<file path="src/rtl/gdp_pkg.sv">
package gdp_pkg;

    localparam int unsigned NUM_PH = 3;

    typedef enum logic [1:0] {
        TRIP_IDLE = 2'd0,
        TRIP_HOLD = 2'd1,
        TRIP_WAIT = 2'd2
    } trip_state_e;

    typedef struct packed {
        logic hi;
        logic lo;
    } leg_t;

    function automatic int unsigned cnt_w(input int unsigned n);
        return (n < 2) ? 1 : $clog2(n);
    endfunction

    // Gate pair for one phase: overlap kills both, high side needs permission
    function automatic leg_t leg_resolve(input leg_t cmd, input logic run, input logic hi_ok);
        leg_t r;
        r.hi = run & hi_ok & cmd.hi & ~cmd.lo;
        r.lo = run & cmd.lo & ~cmd.hi;
        return r;
    endfunction

endpackage

</file>
<file path="src/rtl/gdp_oc_blank.sv">
module gdp_oc_blank
    import gdp_pkg::*;
#(
    parameter int unsigned BLANK_CYC = 35
) (
    input  logic clk,
    input  logic rst,
    input  logic clr_i,
    input  logic oc_i,
    output logic detect_o
);
    localparam int unsigned CW = cnt_w(BLANK_CYC + 1);
    localparam logic [CW-1:0] LAST = CW'(BLANK_CYC - 1);
    localparam logic [CW-1:0] SAT  = CW'(BLANK_CYC);

    logic [CW-1:0] cnt_q;

    // Counts consecutive high samples; saturates so one episode fires once
    always_ff @(posedge clk) begin
        if (rst || clr_i || !oc_i) begin
            cnt_q <= '0;
        end else if (cnt_q != SAT) begin
            cnt_q <= cnt_q + CW'(1);
        end
    end

    assign detect_o = oc_i & ~clr_i & (cnt_q == LAST);

endmodule

</file>
<file path="src/rtl/gdp_trip_timer.sv">
module gdp_trip_timer
    import gdp_pkg::*;
#(
    parameter int unsigned HOLD_CYC = 200000
) (
    input  logic clk,
    input  logic rst,
    input  logic clr_i,
    input  logic detect_i,
    input  logic oc_i,
    output logic trip_o
);
    localparam int unsigned TW = cnt_w(HOLD_CYC);
    localparam logic [TW-1:0] LOAD = TW'(HOLD_CYC - 1);

    trip_state_e   state_q, state_d;
    logic [TW-1:0] tmr_q, tmr_d;

    always_comb begin
        state_d = state_q;
        tmr_d   = tmr_q;
        if (clr_i) begin
            state_d = TRIP_IDLE;
            tmr_d   = '0;
        end else if (detect_i) begin
            state_d = TRIP_HOLD;
            tmr_d   = LOAD;
        end else begin
            unique case (state_q)
                TRIP_HOLD: begin
                    if (tmr_q == '0) begin
                        state_d = oc_i ? TRIP_WAIT : TRIP_IDLE;
                    end else begin
                        tmr_d = tmr_q - TW'(1);
                    end
                end
                TRIP_WAIT: begin
                    if (!oc_i) state_d = TRIP_IDLE;
                end
                default: state_d = TRIP_IDLE;
            endcase
        end
    end

    always_ff @(posedge clk) begin
        if (rst) begin
            state_q <= TRIP_IDLE;
            tmr_q   <= '0;
        end else begin
            state_q <= state_d;
            tmr_q   <= tmr_d;
        end
    end

    assign trip_o = (state_d != TRIP_IDLE);

endmodule

</file>
<file path="src/rtl/gdp_leg.sv">
module gdp_leg
    import gdp_pkg::*;
(
    input  logic clk,
    input  logic rst,
    input  leg_t cmd_i,
    input  logic run_i,
    input  logic vdd_uv_i,
    input  logic bs_uv_i,
    output leg_t gate_o
);
    logic armed_q;
    leg_t gate_q;

    // High side unlocks only after a low-side command with VDD healthy
    always_ff @(posedge clk) begin
        if (rst || vdd_uv_i) begin
            armed_q <= 1'b0;
        end else if (cmd_i.lo) begin
            armed_q <= 1'b1;
        end
    end

    always_ff @(posedge clk) begin
        if (rst) begin
            gate_q <= '0;
        end else begin
            gate_q <= leg_resolve(cmd_i, run_i, armed_q & ~bs_uv_i);
        end
    end

    assign gate_o = gate_q;

endmodule

</file>
<file path="src/rtl/gate_drive_guard.sv">
module gate_drive_guard
    import gdp_pkg::*;
#(
    parameter int unsigned BLANK_CYC = 35,
    parameter int unsigned HOLD_CYC  = 200000
) (
    input  logic              clk,
    input  logic              rst,
    input  logic              enable_i,
    input  logic              oc_i,
    input  logic              vdd_uv_i,
    input  logic [NUM_PH-1:0] bs_uv_i,
    input  logic [NUM_PH-1:0] hi_cmd_i,
    input  logic [NUM_PH-1:0] lo_cmd_i,
    output logic [NUM_PH-1:0] hi_gate_o,
    output logic [NUM_PH-1:0] lo_gate_o,
    output logic              fault_o
);
    logic clr;
    logic oc_det;
    logic trip;
    logic run;
    logic fault_q;

    assign clr = ~enable_i;

    gdp_oc_blank #(.BLANK_CYC(BLANK_CYC)) u_blank (
        .clk      (clk),
        .rst      (rst),
        .clr_i    (clr),
        .oc_i     (oc_i),
        .detect_o (oc_det)
    );

    gdp_trip_timer #(.HOLD_CYC(HOLD_CYC)) u_trip (
        .clk      (clk),
        .rst      (rst),
        .clr_i    (clr),
        .detect_i (oc_det),
        .oc_i     (oc_i),
        .trip_o   (trip)
    );

    assign run = enable_i & ~vdd_uv_i & ~trip;

    for (genvar g = 0; g < NUM_PH; g++) begin : g_leg
        leg_t cmd;
        leg_t gate;
        assign cmd.hi = hi_cmd_i[g];
        assign cmd.lo = lo_cmd_i[g];

        gdp_leg u_leg (
            .clk      (clk),
            .rst      (rst),
            .cmd_i    (cmd),
            .run_i    (run),
            .vdd_uv_i (vdd_uv_i),
            .bs_uv_i  (bs_uv_i[g]),
            .gate_o   (gate)
        );

        assign hi_gate_o[g] = gate.hi;
        assign lo_gate_o[g] = gate.lo;
    end

    always_ff @(posedge clk) begin
        if (rst) begin
            fault_q <= 1'b0;
        end else begin
            fault_q <= enable_i & (vdd_uv_i | trip);
        end
    end

    assign fault_o = fault_q;

endmodule

</file>
<file path="config.mk">
export PLATFORM = sky130hd
export DESIGN_NAME = gate_drive_guard
export DESIGN_NICKNAME = d
export VERILOG_FILES = /design/src/rtl/gdp_pkg.sv /design/src/rtl/gdp_oc_blank.sv /design/src/rtl/gdp_trip_timer.sv /design/src/rtl/gdp_leg.sv /design/src/rtl/gate_drive_guard.sv
export SDC_FILE = /design/constraint.sdc
export NUM_CORES = 1
export LEC_CHECK = 0
export ABC_AREA = 1
export CORE_MARGIN = 2
export CORE_UTILIZATION = 60
export DETAILED_ROUTE_END_ITERATION = 8
export PLACE_DENSITY = 0.84
export SLEW_MARGIN = 20
export SYNTH_ARGS = -nofsm -noshare
export SYNTH_HDL_FRONTEND = slang
export SYNTH_SLANG_ARGS = --single-unit
export TNS_END_PERCENT = 10
</file>
<file path="constraint.sdc">
create_clock -name clk -period 3.2 [get_ports clk]
set_input_delay 0.96 -clock clk [delete_from_list [all_inputs] [get_ports clk]]
set_output_delay 0.96 -clock clk [all_outputs]
set_load 0.01 [all_outputs]
</file>
==> results of run 1 <==
==> cells by family (layout without fill, tap and decap cells) <==
family	Yosys count	in the layout	share of synthesized area (%)
adders and majority gates	6	6	3.891
and+or+nand+nor	160	160	43.06
DFF	36	36	37.35
buffers and inverters	32	59	6.615
AOI/OAI and AO/OA	22	22	6.809
xor gates and xnor gates	5	5	2.270
==> layout make-up <==
cell class / instances / area share [%]
clock buffer: 6 / 1.854
clock inverter: 1 / 0.2247
sequential: 36 / 32.36
tap: 44 / 2.472
multi-input combinational: 193 / 48.54
inverter: 31 / 5.225
timing repair buffer: 21 / 9.326
==> final timing paths <==
path	depth (start not counted)	end	slack, ns
max reg2reg	12	u_trip.tmr_q[14]	1.43
min	2	g_leg[1].u_leg.gate_o[1]	0.48
min reg2reg	2	g_leg[1].u_leg.gate_o[1]	0.48
max	7	u_trip.tmr_q[13]	0.93
==> power by group through the flow <==
stage	registers (W)	clock network, W	logic (W)
finish	0.000453	0.000229	0.0000472
global route	0.000454	0.000249	0.0000519
CTS	0.000454	0.000233	0.0000475
detailed placement	0.000464	0	0.0000473
global placement	0.000464	0	0.0000466
floorplan	0.000464	0	0.0000196
==> registers in the layout (all words and copies together), names as in the netlist <==
register / count
fault_o: 1
g_leg.u_leg.armed_q: 3
g_leg.u_leg.gate_o: 6
u_blank.cnt_q: 6
u_trip.state_q: 2
u_trip.tmr_q: 18
==> worst max-delay path: stages <==
cell	delay, ns
clkdlybuf4s50_1	0.54
inv_1	0.12
nor2_4	0.19
inv_1	0.17
nor2_1	0.28
inv_1	0.14
a21oi_1	0.14
==> stage by stage <==
stage	area (um^2)	util, %
floorplan	1929	-
global placement	2181	71.43
detailed placement	2181	71.43
CTS	2227	72.95
global route	2227	72.95
finish	2227	72.95
==> placed cells by master (no fill, tap or decap) <==
cell and n:
clkbuf_1 1, clkdlybuf4s50_1 20, clkinv_2 1, a31oi_1 5
inv_1 29, nor2_1 41, nand2_8 1, a21oi_1 12
o211ai_2 2, nand3_1 20, nand3_4 1, inv_2 2
nand3b_1 6, dfxtp_1 36, nand2_4 3, ha_1 6
nor3_4 1, nand2_1 51, buf_4 1, nor3b_1 1
nor2_2 11, clkbuf_4 5, nor2_4 6, xor2_1 2
nand2_2 7, nand4_1 8, xnor2_1 3, nor3_1 3
o21ai_0 3
==> per-layer routing <==
layer	up-vias	wire (um)	track usage (%)
met2	28	1904	41.17
met4	0	46	8.696
li1	896	-	-
met1	775	1643	27.54
met3	6	150	5.970
met5	-	0	0
==> out/summary.txt, run 1 <==
routed via count - 1,705
DR pass1 iterations - 4
Final Cycle Share - 70.84%
Reg power frac - 62.2%
number of H-tree levels - 2
global-route wire length before repair - 6.499 mm
Avg Cell Area, Syn - 7.392 um^2
largest net degree at the start of global routing - 13
Pleak - 0.9506 nW
Worst-Skew Late Latency - 0.35 ns
Max clock buf depth - 2
Cell Pwr Density - 327.5 nW/um^2
Post-CTS Resized - 0
Req. time, crit path - 3.48 ns
share of post-route cells with drive strength above 1 - 14.24%
Synth area leader - dfxtp_1
1st-iter DRT viols - 131
VDD IR max - 0.2356 mV
HP Class - reg2reg
Gate Count Post-Synth - 261
setup bufs post-CTS - 0
filler instances - 269
final hold vios - 0
final setup vio count - 0
# rows - 20
synth top area cells - dfxtp_1, nand2_1, nor2_1, inv_1, nand3_1
Finished Layout Cells - 332
Vias/cell - 5.136
Least-Margin Pin Slew - 0.4573 ns
drt total wl - 3.745 mm
Register Area - 720.7 um^2
Final Slew Violations - 0
number of flops mapped to enable cells by yosys - 0
Syn. warnings - 0
crit-path max FO - 8
IO Pins - 21
Yosys top cell area share - 37.35%
HPWL Detailed - 2.934 mm
Routed Antenna Nets - 0
distinct cell type count after synthesis - 25
Layout area overhead - 15.43%
fraction of registers with async set/reset - 0%
worst hold margin - 0.4790 ns
sequential share of the synthesized area - 37.35%
total grt overflow - 0
initial antenna violation count - 0
Commonest cells post-synth - nand2_1, nor2_1, dfxtp_1, inv_1, nand3_1
net switching power - 0.0001727 W
vias in the first global route - 1,577
initial cell density of the core - 63.20%
Die H - 60.71 um
Reg-to-Reg Start - u_trip.tmr_q[0]
CTS tree - done
final worst slack - 0.9331 ns
Sw Ratio - 23.68%
RSZ-0062 raised after global routing - false
critical path launch point type - input pin
Slew HR - 69.28%
worst setup path start - enable_i
drc violations - 0
FF+latch count, synth - 36
syn_nets - 281
Pint - 0.0005566 W
clk_skew - 0.01269 ns
nets - 308
multi-input logic area - 1081 um^2
total power - 0.0007294 W
Setup crit end kind - flip-flop
GPL Wtd Cong - 0.8628
die area - 3685 um^2
CTS Root Cell - clkbuf_4
number of hold buffers added after CTS - 0
post-route minimum period - 2.267 ns
GRT Util Overall - 23.47%
DP Cell Count - 325
most frequent cell after synthesis - nand2_1
Comb power frac - 6.5%
core area - 3053 um^2
setup TNS - 0 ns
dpl ws - 0.5814 ns
WP data arrival - 2.55 ns
power share of the clock group - 31.4%
Peak Freq - 441.1 MHz
clock sink count - 36
status - finished, final reports clean
Chip Width - 60.71 um
worst min-delay path startpoint - g_leg[1].u_leg.armed_q
critical path class - in2reg
post-synthesis cell area - 1929 um^2
DR WL/cell - 11.28 um
Clk pin slew, worst setup/hold paths - 0.10 ns
total CTS buffers - 5
max cap viols - 0
Primary FF master, synth - dfxtp_1
ANT cells - 0
# port buffers - 20
Power figures use the tool's default switching activity.
==> run 2: changes to the inputs <==
--- a/config.mk
+++ b/config.mk
@@ -7,9 +7,9 @@
 export LEC_CHECK = 0
 export ABC_AREA = 1
 export CORE_MARGIN = 2
-export CORE_UTILIZATION = 60
+export CORE_UTILIZATION = 56
 export DETAILED_ROUTE_END_ITERATION = 8
-export PLACE_DENSITY = 0.84
+export PLACE_DENSITY = 0.79
 export SLEW_MARGIN = 20
 export SYNTH_ARGS = -nofsm -noshare
 export SYNTH_HDL_FRONTEND = slang
==> constraint.sdc (replaced) <==
create_clock -name clk -period 2.2 [get_ports clk]
set_input_delay 0.66 -clock clk [delete_from_list [all_inputs] [get_ports clk]]
set_output_delay 0.66 -clock clk [all_outputs]
set_load 0.01 [all_outputs]
==> run 2 against run 1 <==
  * First-iteration DRC count fell by 35%
  * Via count up 0.70%
  * Global-route usage fell by 1.4 points
  * Sequential share of layout area shrank 1.1 points
  * Hold slack better by 0.0022 ns
  * Flip-flop and latch count did not move
  * Critical path depth fell by 6
  * Worst setup slack worse by 0.60 ns
  * Power grew 73%
  * Register-to-register slack lost 1.0 ns
  * Core utilization down 3.2 points
  * Critical path type is now reg2out
  * Critical endpoint is now hi_gate_o[1]
  * Largest power group unchanged
==> out/summary.txt, run 2 (synthesis results as in run 1) <==
share of post-route cells with drive strength above 1 - 16.04%
nets - 312
Placed Area - 2213 um^2
DR pass1 iterations - 4
initial cell density of the core - 58.28%
RSZ-0062 raised after global routing - false
commonest non-fill, non-tap cell in the layout - nand2_1
Clk pin slew, worst setup/hold paths - 0.11 ns
Reg power frac - 52.4%
Post-CTS Resized - 0
Peak Freq - 534.3 MHz
Max clock buf depth - 2
critical path launch point type - flip-flop
drt total wl - 3.804 mm
final core occ - 69.73%
CTS Root Cell - clkbuf_4
WP data arrival - 1.21 ns
Least-Margin Pin Slew - 0.4212 ns
status - finished, final reports clean
Chip Width - 62.70 um
crit path cell chain - clkdlybuf4s50_1
# port buffers - 20
Sw Ratio - 20.86%
Worst-Skew Late Latency - 0.34 ns
critical path class - reg2out
final worst slack - 0.3285 ns
Setup crit end kind - primary output
IO Pins - 21
routed via count - 1,717
HPWL Detailed - 2.971 mm
Most flops, register - u_trip.tmr_q
GPL Wtd Cong - 0.8950
global-route wire length before repair - 6.920 mm
number of hold buffers added after CTS - 0
Top delay family on crit path - buffers and inverters
drc violations - 0
number of H-tree levels - 2
max cap viols - 0
ANT cells - 0
total CTS buffers - 5
GRT Util Overall - 22.12%
Vias/cell - 5.065
Pint - 0.0009960 W
Die H - 62.70 um
Final Slew Violations - 0
commonest non-fill, non-tap cells in the layout - nand2_1, nor2_1, dfxtp_1
Critical Path Slowest Stage Cell - clkdlybuf4s50_1
max incr delay on CP - 0.54 ns
setup TNS - 0 ns
post-route minimum period - 1.872 ns
clock sink count - 36
Req. time, crit path - 1.54 ns
core area - 3311 um^2
max FFs per register - 18
Layout area overhead - 19.65%
final hold vios - 0
Pleak - 0.9932 nW
DR WL/cell - 11.22 um
dpl ws - 0.08969 ns
design area - 2308 um^2
Slew HR - 71.70%
Final Cycle Share - 85.07%
crit-path max FO - 1
clk_skew - 0.007269 ns
VDD IR max - 0.4019 mV
HP Class - reg2reg
CP bufs+invs - 1
vias in the first global route - 1,655
largest net degree at the start of global routing - 13
total grt overflow - 0
Routed Antenna Nets - 0
# rows - 21
initial antenna violation count - 0
total power - 0.001259 W
Cell Pwr Density - 545.2 nW/um^2
Comb power frac - 5.7%
power share of the clock group - 41.9%
CTS tree - done
setup bufs post-CTS - 0
net switching power - 0.0002625 W
final setup vio count - 0
1st-iter DRT viols - 85
die area - 3931 um^2
## run 2: cell count changes in the layout (fill, tap and decap cells not counted)
| cell | delta |
|---|---|
| clkinv_2 | -1 |
| clkbuf_1 | -1 |
| bufinv_16 | +1 |
| buf_4 | +4 |
| clkbuf_8 | +2 |
## run 2: through the flow
step | instances | hold slack (ns)
after global placement | 331 | 0.4529
after CTS | 339 | 0.4835
final | 339 | 0.4811
after global routing | 339 | 0.5178
after floorplan | 261 | 0.4435
after detailed placement | 331 | 0.4648
## run 2: worst paths after layout
kind / from / endpoint / slack, ns / depth (start not counted)
min: g_leg[2].u_leg.armed_q / g_leg[2].u_leg.gate_o[1] / 0.48 / 2
max: g_leg[1].u_leg.gate_o[1] / hi_gate_o[1] / 0.33 / 1
min reg2reg: g_leg[2].u_leg.armed_q / g_leg[2].u_leg.gate_o[1] / 0.48 / 2
max reg2reg: u_trip.tmr_q[0] / u_trip.tmr_q[14] / 0.40 / 12
## run 2: routing by layer
| metal | vias up | GRT usage (%) | part of all wire (%) |
|---|---|---|---|
| met2 | 40 | 39.65 | 49 |
| met1 | 770 | 25.06 | 44 |
| met4 | 0 | 7.500 | 1.9 |
| met3 | 8 | 6.306 | 4.3 |
| li1 | 899 | - | - |
| met5 | - | 0 | 0 |
## run 2: tightest hold or removal path, cell delays in order, from the launching register on
cell,delay (ns)
dfxtp_1,0.33
nand3b_1,0.09
nor2_2,0.04
## run 2: final cells by class
class,count,area (um^2)
fill,299,1002
tap,46,57.56
sequential,36,720.7
clock inverter,1,30.03
inverter,31,116.4
multi-input combinational,193,1081
timing repair buffer,25,237.7
clock buffer,7,65.06
## run 2: power by group through the flow
stage	combinational [W]	sequential, W	clock [W]
after floorplan	0.0000285	0.000675	0
after global placement	0.0000715	0.000674	0
after detailed placement	0.0000721	0.000674	0
after CTS	0.0000723	0.000660	0.000539
after global routing	0.0000798	0.000660	0.000569
final	0.0000719	0.000659	0.000527
